==> config.mk <==
export PLATFORM = sky130hd
export DESIGN_NAME = trap_entry_unit
export DESIGN_NICKNAME = d
export VERILOG_FILES = /design/src/rtl/trap_entry_pkg.sv /design/src/rtl/trap_entry_ctrl.sv /design/src/rtl/trap_entry_dp.sv /design/src/rtl/trap_entry_unit.sv
export SDC_FILE = /design/constraint.sdc
export NUM_CORES = 1
export LEC_CHECK = 0
export BUFFER_PORTS_ARGS = -buffer_cell sky130_fd_sc_hd__buf_2
export CORE_AREA = 2 2 323 325
export DETAILED_ROUTE_END_ITERATION = 8
export DIE_AREA = 0 0 325 327
export MAX_ROUTING_LAYER = met4
export PLACE_DENSITY_LB_ADDON = 0.25
export SLEW_MARGIN = 20
export SYNTH_ARGS = -nofsm -noshare
export SYNTH_HDL_FRONTEND = slang
export SYNTH_SLANG_ARGS = --single-unit
==> constraint.sdc <==
create_clock -name clk -period 8.34 [get_ports clk]
set_input_delay 1.251 -clock clk [delete_from_list [all_inputs] [get_ports clk]]
set_output_delay 1.251 -clock clk [all_outputs]
set_load 0.03 [all_outputs]
==> src/rtl/trap_entry_pkg.sv <==
package trap_entry_pkg;

  typedef enum logic [1:0] {
    WIN_KEEP   = 2'd0,
    WIN_PLUS1  = 2'd1,
    WIN_SPILL  = 2'd2,
    WIN_MINUS1 = 2'd3
  } winMove_e;

  typedef enum logic [1:0] {
    DEST_VECTOR = 2'd0,
    DEST_SPILL  = 2'd1,
    DEST_FILL   = 2'd2
  } dest_e;

  typedef struct packed {
    logic     commit;
    winMove_e winMove;
    dest_e    dest;
  } trapStrobe_t;

endpackage

==> src/rtl/trap_entry_ctrl.sv <==
module trap_entry_ctrl
  import trap_entry_pkg::*;
#(
  parameter int TT_W = 9
) (
  input  logic            clk,
  input  logic            rstN,
  input  logic            trapReq,
  input  logic [TT_W-1:0] trapType,
  output trapStrobe_t     strobe,
  output logic            done
);

  localparam logic [TT_W-1:0] WINTRAP  = TT_W'(8'h24);
  localparam logic [TT_W-1:0] SPILL_LO = TT_W'(8'h80);
  localparam logic [TT_W-1:0] SPILL_HI = TT_W'(8'hBF);
  localparam logic [TT_W-1:0] FILL_LO  = TT_W'(8'hC0);
  localparam logic [TT_W-1:0] FILL_HI  = TT_W'(8'hFF);

  logic isSpill, isFill, isWinTrap;

  always_comb begin
    isSpill   = (trapType >= SPILL_LO) && (trapType <= SPILL_HI);
    isFill    = (trapType >= FILL_LO) && (trapType <= FILL_HI);
    isWinTrap = (trapType == WINTRAP);

    strobe.commit = trapReq && !done;
    if (isSpill) begin
      strobe.winMove = WIN_SPILL;
      strobe.dest    = DEST_SPILL;
    end else if (isFill) begin
      strobe.winMove = WIN_MINUS1;
      strobe.dest    = DEST_FILL;
    end else if (isWinTrap) begin
      strobe.winMove = WIN_PLUS1;
      strobe.dest    = DEST_VECTOR;
    end else begin
      strobe.winMove = WIN_KEEP;
      strobe.dest    = DEST_VECTOR;
    end
  end

  always_ff @(posedge clk) begin
    if (!rstN) done <= 1'b0;
    else       done <= strobe.commit;
  end

  assert_done_follows_R2: assert property (@(posedge clk) disable iff (!rstN)
    (trapReq && !done) |=> done);

  assert_single_pulse_R3: assert property (@(posedge clk) disable iff (!rstN)
    done |=> !done);

endmodule

==> src/rtl/trap_entry_dp.sv <==
module trap_entry_dp
  import trap_entry_pkg::*;
#(
  parameter int TT_W       = 9,
  parameter int TL_W       = 3,
  parameter int GL_W       = 3,
  parameter int MAX_GL     = 2,
  parameter int NWIN       = 8,
  parameter int CWP_W      = 5,
  parameter int PST_W      = 13,
  parameter int HPST_W     = 12,
  parameter int ADDR_W     = 64,
  parameter int INSN_BYTES = 4
) (
  input  logic              clk,
  input  logic              rstN,
  input  trapStrobe_t       strobe,
  input  logic              done,
  input  logic [TT_W-1:0]   trapType,
  input  logic [TL_W-1:0]   curTl,
  input  logic [GL_W-1:0]   curGl,
  input  logic [PST_W-1:0]  curPstate,
  input  logic [HPST_W-1:0] curHpstate,
  input  logic [7:0]        curCcr,
  input  logic [7:0]        curAsi,
  input  logic [CWP_W-1:0]  curCwp,
  input  logic [CWP_W-1:0]  curCansave,
  input  logic [ADDR_W-1:0] curPc,
  input  logic [ADDR_W-1:0] curNpc,
  input  logic [ADDR_W-1:0] spillBase,
  input  logic [ADDR_W-1:0] fillBase,
  input  logic [ADDR_W-1:0] vectorBase,
  output logic [TL_W-1:0]   newTl,
  output logic [GL_W-1:0]   newGl,
  output logic [PST_W-1:0]  newPstate,
  output logic [CWP_W-1:0]  newCwp,
  output logic [ADDR_W-1:0] newPc,
  output logic [ADDR_W-1:0] newNpc,
  output logic [ADDR_W-1:0] newNnpc,
  output logic [63:0]       savedTstate,
  output logic [ADDR_W-1:0] savedTpc,
  output logic [ADDR_W-1:0] savedTnpc,
  output logic [HPST_W-1:0] savedHpstate,
  output logic [TT_W-1:0]   savedTt
);

  localparam int CWP_LSB = 0;
  localparam int PST_LSB = 8;
  localparam int ASI_LSB = 24;
  localparam int CCR_LSB = 32;
  localparam int GL_LSB  = 40;
  localparam int SUM_W   = CWP_W + 2;
  localparam logic [ADDR_W-1:0] STEP1 = ADDR_W'(INSN_BYTES);
  localparam logic [ADDR_W-1:0] STEP2 = ADDR_W'(2 * INSN_BYTES);

  logic [TL_W-1:0]   tlNext;
  logic [GL_W:0]     glPlus;
  logic [GL_W-1:0]   glNext;
  logic [SUM_W-1:0]  winSum;
  logic [CWP_W-1:0]  cwpNext;
  logic [PST_W-1:0]  pstNext;
  logic [63:0]       tstateNext;
  logic [ADDR_W-1:0] destPc;

  always_comb begin
    tlNext = curTl + TL_W'(1);
    glPlus = {1'b0, curGl} + (GL_W+1)'(1);
    glNext = (glPlus > (GL_W+1)'(MAX_GL)) ? GL_W'(MAX_GL) : glPlus[GL_W-1:0];
  end

  always_comb begin
    unique case (strobe.winMove)
      WIN_PLUS1:  winSum = SUM_W'(curCwp) + SUM_W'(1);
      WIN_SPILL:  winSum = SUM_W'(curCwp) + SUM_W'(curCansave) + SUM_W'(2);
      WIN_MINUS1: winSum = SUM_W'(curCwp) + SUM_W'(NWIN - 1);
      default:    winSum = SUM_W'(curCwp);
    endcase
    if (strobe.winMove == WIN_KEEP) cwpNext = curCwp;
    else                            cwpNext = CWP_W'(winSum % SUM_W'(NWIN));
  end

  always_comb begin
    pstNext    = curPstate;
    pstNext[4] = 1'b1;
    pstNext[3] = 1'b0;
    pstNext[2] = 1'b1;
    pstNext[1] = 1'b0;
    pstNext[9] = curPstate[8];
  end

  always_comb begin
    tstateNext = '0;
    tstateNext[GL_LSB  +: GL_W]  = curGl;
    tstateNext[CCR_LSB +: 8]     = curCcr;
    tstateNext[ASI_LSB +: 8]     = curAsi;
    tstateNext[PST_LSB +: PST_W] = curPstate;
    tstateNext[CWP_LSB +: CWP_W] = curCwp;
  end

  always_comb begin
    unique case (strobe.dest)
      DEST_SPILL: destPc = spillBase;
      DEST_FILL:  destPc = fillBase;
      default:    destPc = vectorBase;
    endcase
  end

  always_ff @(posedge clk) begin
    if (!rstN) begin
      newTl        <= '0;
      newGl        <= '0;
      newPstate    <= '0;
      newCwp       <= '0;
      newPc        <= '0;
      newNpc       <= '0;
      newNnpc      <= '0;
      savedTstate  <= '0;
      savedTpc     <= '0;
      savedTnpc    <= '0;
      savedHpstate <= '0;
      savedTt      <= '0;
    end else if (strobe.commit) begin
      newTl        <= tlNext;
      newGl        <= glNext;
      newPstate    <= pstNext;
      newCwp       <= cwpNext;
      newPc        <= destPc;
      newNpc       <= destPc + STEP1;
      newNnpc      <= destPc + STEP2;
      savedTstate  <= tstateNext;
      savedTpc     <= curPc;
      savedTnpc    <= curNpc;
      savedHpstate <= curHpstate;
      savedTt      <= trapType;
    end
  end

  assert_ignored_R3: assert property (@(posedge clk) disable iff (!rstN)
    done |=> ($stable(newPc) && $stable(newCwp) && $stable(savedTt) && $stable(newTl)));

  assert_pstate_bits_R7: assert property (@(posedge clk) disable iff (!rstN)
    done |-> (newPstate[4] && !newPstate[3] && newPstate[2] && !newPstate[1]));

  assert_gl_cap_R8: assert property (@(posedge clk) disable iff (!rstN)
    done |-> (newGl <= GL_W'(MAX_GL)));

  assert_cwp_range_R9: assert property (@(posedge clk) disable iff (!rstN)
    done |-> (CWP_W'(newCwp) < CWP_W'(NWIN)));

  assert_npc_step_R10: assert property (@(posedge clk) disable iff (!rstN)
    done |-> ((newNpc == newPc + STEP1) && (newNnpc == newPc + STEP2)));

endmodule

==> src/rtl/trap_entry_unit.sv <==
module trap_entry_unit
  import trap_entry_pkg::*;
#(
  parameter int MAX_GL = 2,
  parameter int NWIN   = 8
) (
  input  logic        clk,
  input  logic        rstN,
  input  logic        trapReq,
  input  logic [8:0]  trapType,
  input  logic [2:0]  curTl,
  input  logic [2:0]  curGl,
  input  logic [12:0] curPstate,
  input  logic [11:0] curHpstate,
  input  logic [7:0]  curCcr,
  input  logic [7:0]  curAsi,
  input  logic [4:0]  curCwp,
  input  logic [4:0]  curCansave,
  input  logic [63:0] curPc,
  input  logic [63:0] curNpc,
  input  logic [63:0] spillBase,
  input  logic [63:0] fillBase,
  input  logic [63:0] vectorBase,
  output logic        done,
  output logic [2:0]  newTl,
  output logic [2:0]  newGl,
  output logic [12:0] newPstate,
  output logic [4:0]  newCwp,
  output logic [63:0] newPc,
  output logic [63:0] newNpc,
  output logic [63:0] newNnpc,
  output logic [63:0] savedTstate,
  output logic [63:0] savedTpc,
  output logic [63:0] savedTnpc,
  output logic [11:0] savedHpstate,
  output logic [8:0]  savedTt
);

  trapStrobe_t strobe;

  trap_entry_ctrl #(.TT_W(9)) uCtrl (
    .clk      (clk),
    .rstN     (rstN),
    .trapReq  (trapReq),
    .trapType (trapType),
    .strobe   (strobe),
    .done     (done)
  );

  trap_entry_dp #(
    .TT_W(9), .TL_W(3), .GL_W(3), .MAX_GL(MAX_GL), .NWIN(NWIN),
    .CWP_W(5), .PST_W(13), .HPST_W(12), .ADDR_W(64), .INSN_BYTES(4)
  ) uDp (
    .clk          (clk),
    .rstN         (rstN),
    .strobe       (strobe),
    .done         (done),
    .trapType     (trapType),
    .curTl        (curTl),
    .curGl        (curGl),
    .curPstate    (curPstate),
    .curHpstate   (curHpstate),
    .curCcr       (curCcr),
    .curAsi       (curAsi),
    .curCwp       (curCwp),
    .curCansave   (curCansave),
    .curPc        (curPc),
    .curNpc       (curNpc),
    .spillBase    (spillBase),
    .fillBase     (fillBase),
    .vectorBase   (vectorBase),
    .newTl        (newTl),
    .newGl        (newGl),
    .newPstate    (newPstate),
    .newCwp       (newCwp),
    .newPc        (newPc),
    .newNpc       (newNpc),
    .newNnpc      (newNnpc),
    .savedTstate  (savedTstate),
    .savedTpc     (savedTpc),
    .savedTnpc    (savedTnpc),
    .savedHpstate (savedHpstate),
    .savedTt      (savedTt)
  );

endmodule

==> metrics.cfg <==
[cts]
post-cts-setup-buffers=0
cts_sinks=386
cts_root_buf=clkbuf_16
cts_made_buffers=49
clockBufferDepth=3
holdBufCountCts=0
clk_pin_slew_ns=0.06
ctsResizeCount=0
cts_tree=built
clk_latency_ns=0.64
cts-htree-levels=2

[place]
port_buffers=787
dp.cells=4273
post-dp-hpwl_um=73500
gp_congestion=0.873
post-place-ws_ns=2.72
dpl_cell_area_um2=23100

[floorplan]
io_pins=819
initial_core_util_pct=17.5
rows=118
die_w_um=325
core_um2=103000
die_y_um=327
dieArea_um2=106000

[power_and_ir_drop]
power.total_mw=5.31
p_switching_mw=1.79
power.internal_mw=3.52
clkPwrFrac_pct=40.4
ir_drop_mv=0.152
p_sw_share_pct=33.7
powerDensity_nw_per_um2=214
power_frac_comb_pct=21.2
seq_power_share_pct=38.4
leakage_nw=10.8

[outcome]
status=completed

[synth]
syn-mean-instance-area_um2=8.06
synth.largest_area_cell=dfxtp_1
synthTopCellsByArea=dfxtp_1 (43%), nand2_1 (11%), a21oi_1 (8.4%)
synthCells=2234
synth.most_common_cell=nand2_1
synth_top_cell_area_share_pct=42.9
synth_ff_type=dfxtp_1
ys_seq_area_share_pct=42.9
synth_area_um2=18000
synth_edf_count=0
ys_types=64
synth_seq_cells=386
synth_top_cells_by_count=nand2_1 (521), dfxtp_1 (386), a21oi_1 (302)
yosys_warnings=0
postSynth.asyncResetShare_pct=0

[worst_setup_path]
reg2reg_slack_ns=5.32
critPathKind=input pin to register
arrival_ns=5.61
start_kind=input pin
crit_path_end_kind=register
ff2ff_path_depth=6
required_ns=8.85
cp-startpoint=trapType[8]
crit_path_max_fanout=33
regToRegStartpoint=uCtrl.done

[timing]
tightest_slew_ns=1.25
min_period_ns=5.10
fmax_mhz=196
worst_slack_ns=3.24
clock_skew_ns=0.0236
slew_headroom_pct=16.1
setup_viol=0
hold_viol=0
fin_setup_tns_ns=0
drv_slew=0
rsz0062_at_grt=false
timing.final.crit_share_pct=61.2
holdWs_ns=0.447

[drt]
drc=0
avgRoutedWirePerCell_um=21.9
drtIter0Drc=1337
ant_nets=0
finalWirelength_um=95600
via_per_inst=4.34
via_count=19000
dr.pass1.iters=8

[final_layout]
syn2layout_area_growth_pct=37.6
stdcell_count=4371
final_area_um2=24800
layout-drive-gt1-share_pct=34.3
final_util_pct=24.1
num-nets-final=3343

[worst_hold_path]
hold_path.class=register to register
hold_depth=2
hp-start=uDp.newCwp[3]

[global_route]
grt_max_degree=195
antenna_found_initial=26
grt_pass1_vias=18000
grt_usage_pct=17.6
grt_pass1_wl_um=133000
grt_overflow=0

[run]
maxCapViolations=0

[kinds of logic after synthesis]
kind of cell	after synthesis	share of synthesized area, %
xor+xnor	81	3.94
flops	386	42.9
mux	145	8.65
buf+inv	209	5.89
simple gates	940	23.7
fa+ha+maj	9	0.667
compound gates	463	14.2
other cells	1	0.0208
[power groups by stage]
stage          combinational [mW]  clock (mW)  sequential (mW)
2_1_floorplan               0.439           0             2.32
3_3_place_gp                 1.14           0             2.07
3_5_place_dp                 1.14           0             2.08
4_1_cts                      1.14        2.22             2.04
5_1_grt                      1.21        2.29             2.05
6_report                     1.13        2.14             2.04
[registers in the layout, indices dropped and copies added, names as in the netlist]
signal and flops:
uDp.newPstate 1, uDp.savedTnpc 64, uDp.savedHpstate 12, uDp.savedTpc 64
uDp.savedTt 9, uDp.newNnpc 64, uDp.newTl 3, uDp.savedTstate 37
uDp.newPc 61, uCtrl.done 1, uDp.newNpc 62, uDp.newCwp 5
uDp.newGl 3
[critical path: stages]
cell     delay [ns]
buf_2          0.12
and2b_4        0.69
buf_4          0.55
mux2i_1        0.29
nor4_4         0.71
nand4_4        0.38
nor4_2         1.10
nand2_1        0.10
a221o_1        0.33
[placed cells by master, fill, tap and decap left out, drive strengths merged, types with 6 or more instances in the layout]
master / synthesis / layout
conb: 1 / 29
nand4: 32 / 32
mux2i: 64 / 64
clkinv: 1 / 10
mux2: 81 / 81
a21oi: 302 / 302
buf: 76 / 832
clkbuf: 124 / 63
o211ai: 8 / 8
or3: 6 / 6
ha: 8 / 8
and3: 13 / 13
nand2: 521 / 521
a211oi: 30 / 30
inv: 8 / 10
a41oi: 6 / 6
a31oi: 10 / 10
nand2b: 8 / 8
dfxtp: 386 / 386
nor2: 163 / 163
nor3: 45 / 45
nor4: 67 / 67
nand3: 43 / 43
diode: 0 / 15
and2: 9 / 9
xnor2: 50 / 50
or2: 7 / 7
and4: 7 / 7
o21ai: 78 / 78
xor2: 31 / 31
[final cells by class]
type | instances | area (µm²)
Antenna cell | 15 | 37.5
Sequential cell | 386 | 7730
Inverter | 9 | 41.3
Clock buffer | 63 | 1320
Multi-Input combinational cell | 1667 | 9340
Timing Repair Buffer | 832 | 4340
Tap cell | 1380 | 1730
Fill cell | 11600 | 78100
Clock inverter | 19 | 241
[routing by layer]
metal	share of wire, %	global-route usage [%]
met5	0	-
met3	9.1	5.77
met4	2.5	4.39
met2	47	28.6
met1	41	20.9
[path summary, 6_finish.rpt]
check,to
worst max register to register,uDp.newNnpc[0]
worst max-delay path,uDp.newNnpc[57]
worst min-delay path,uDp.newCwp[3]
worst min register to register,uDp.newCwp[3]
Power figures use the tool's default switching activity.
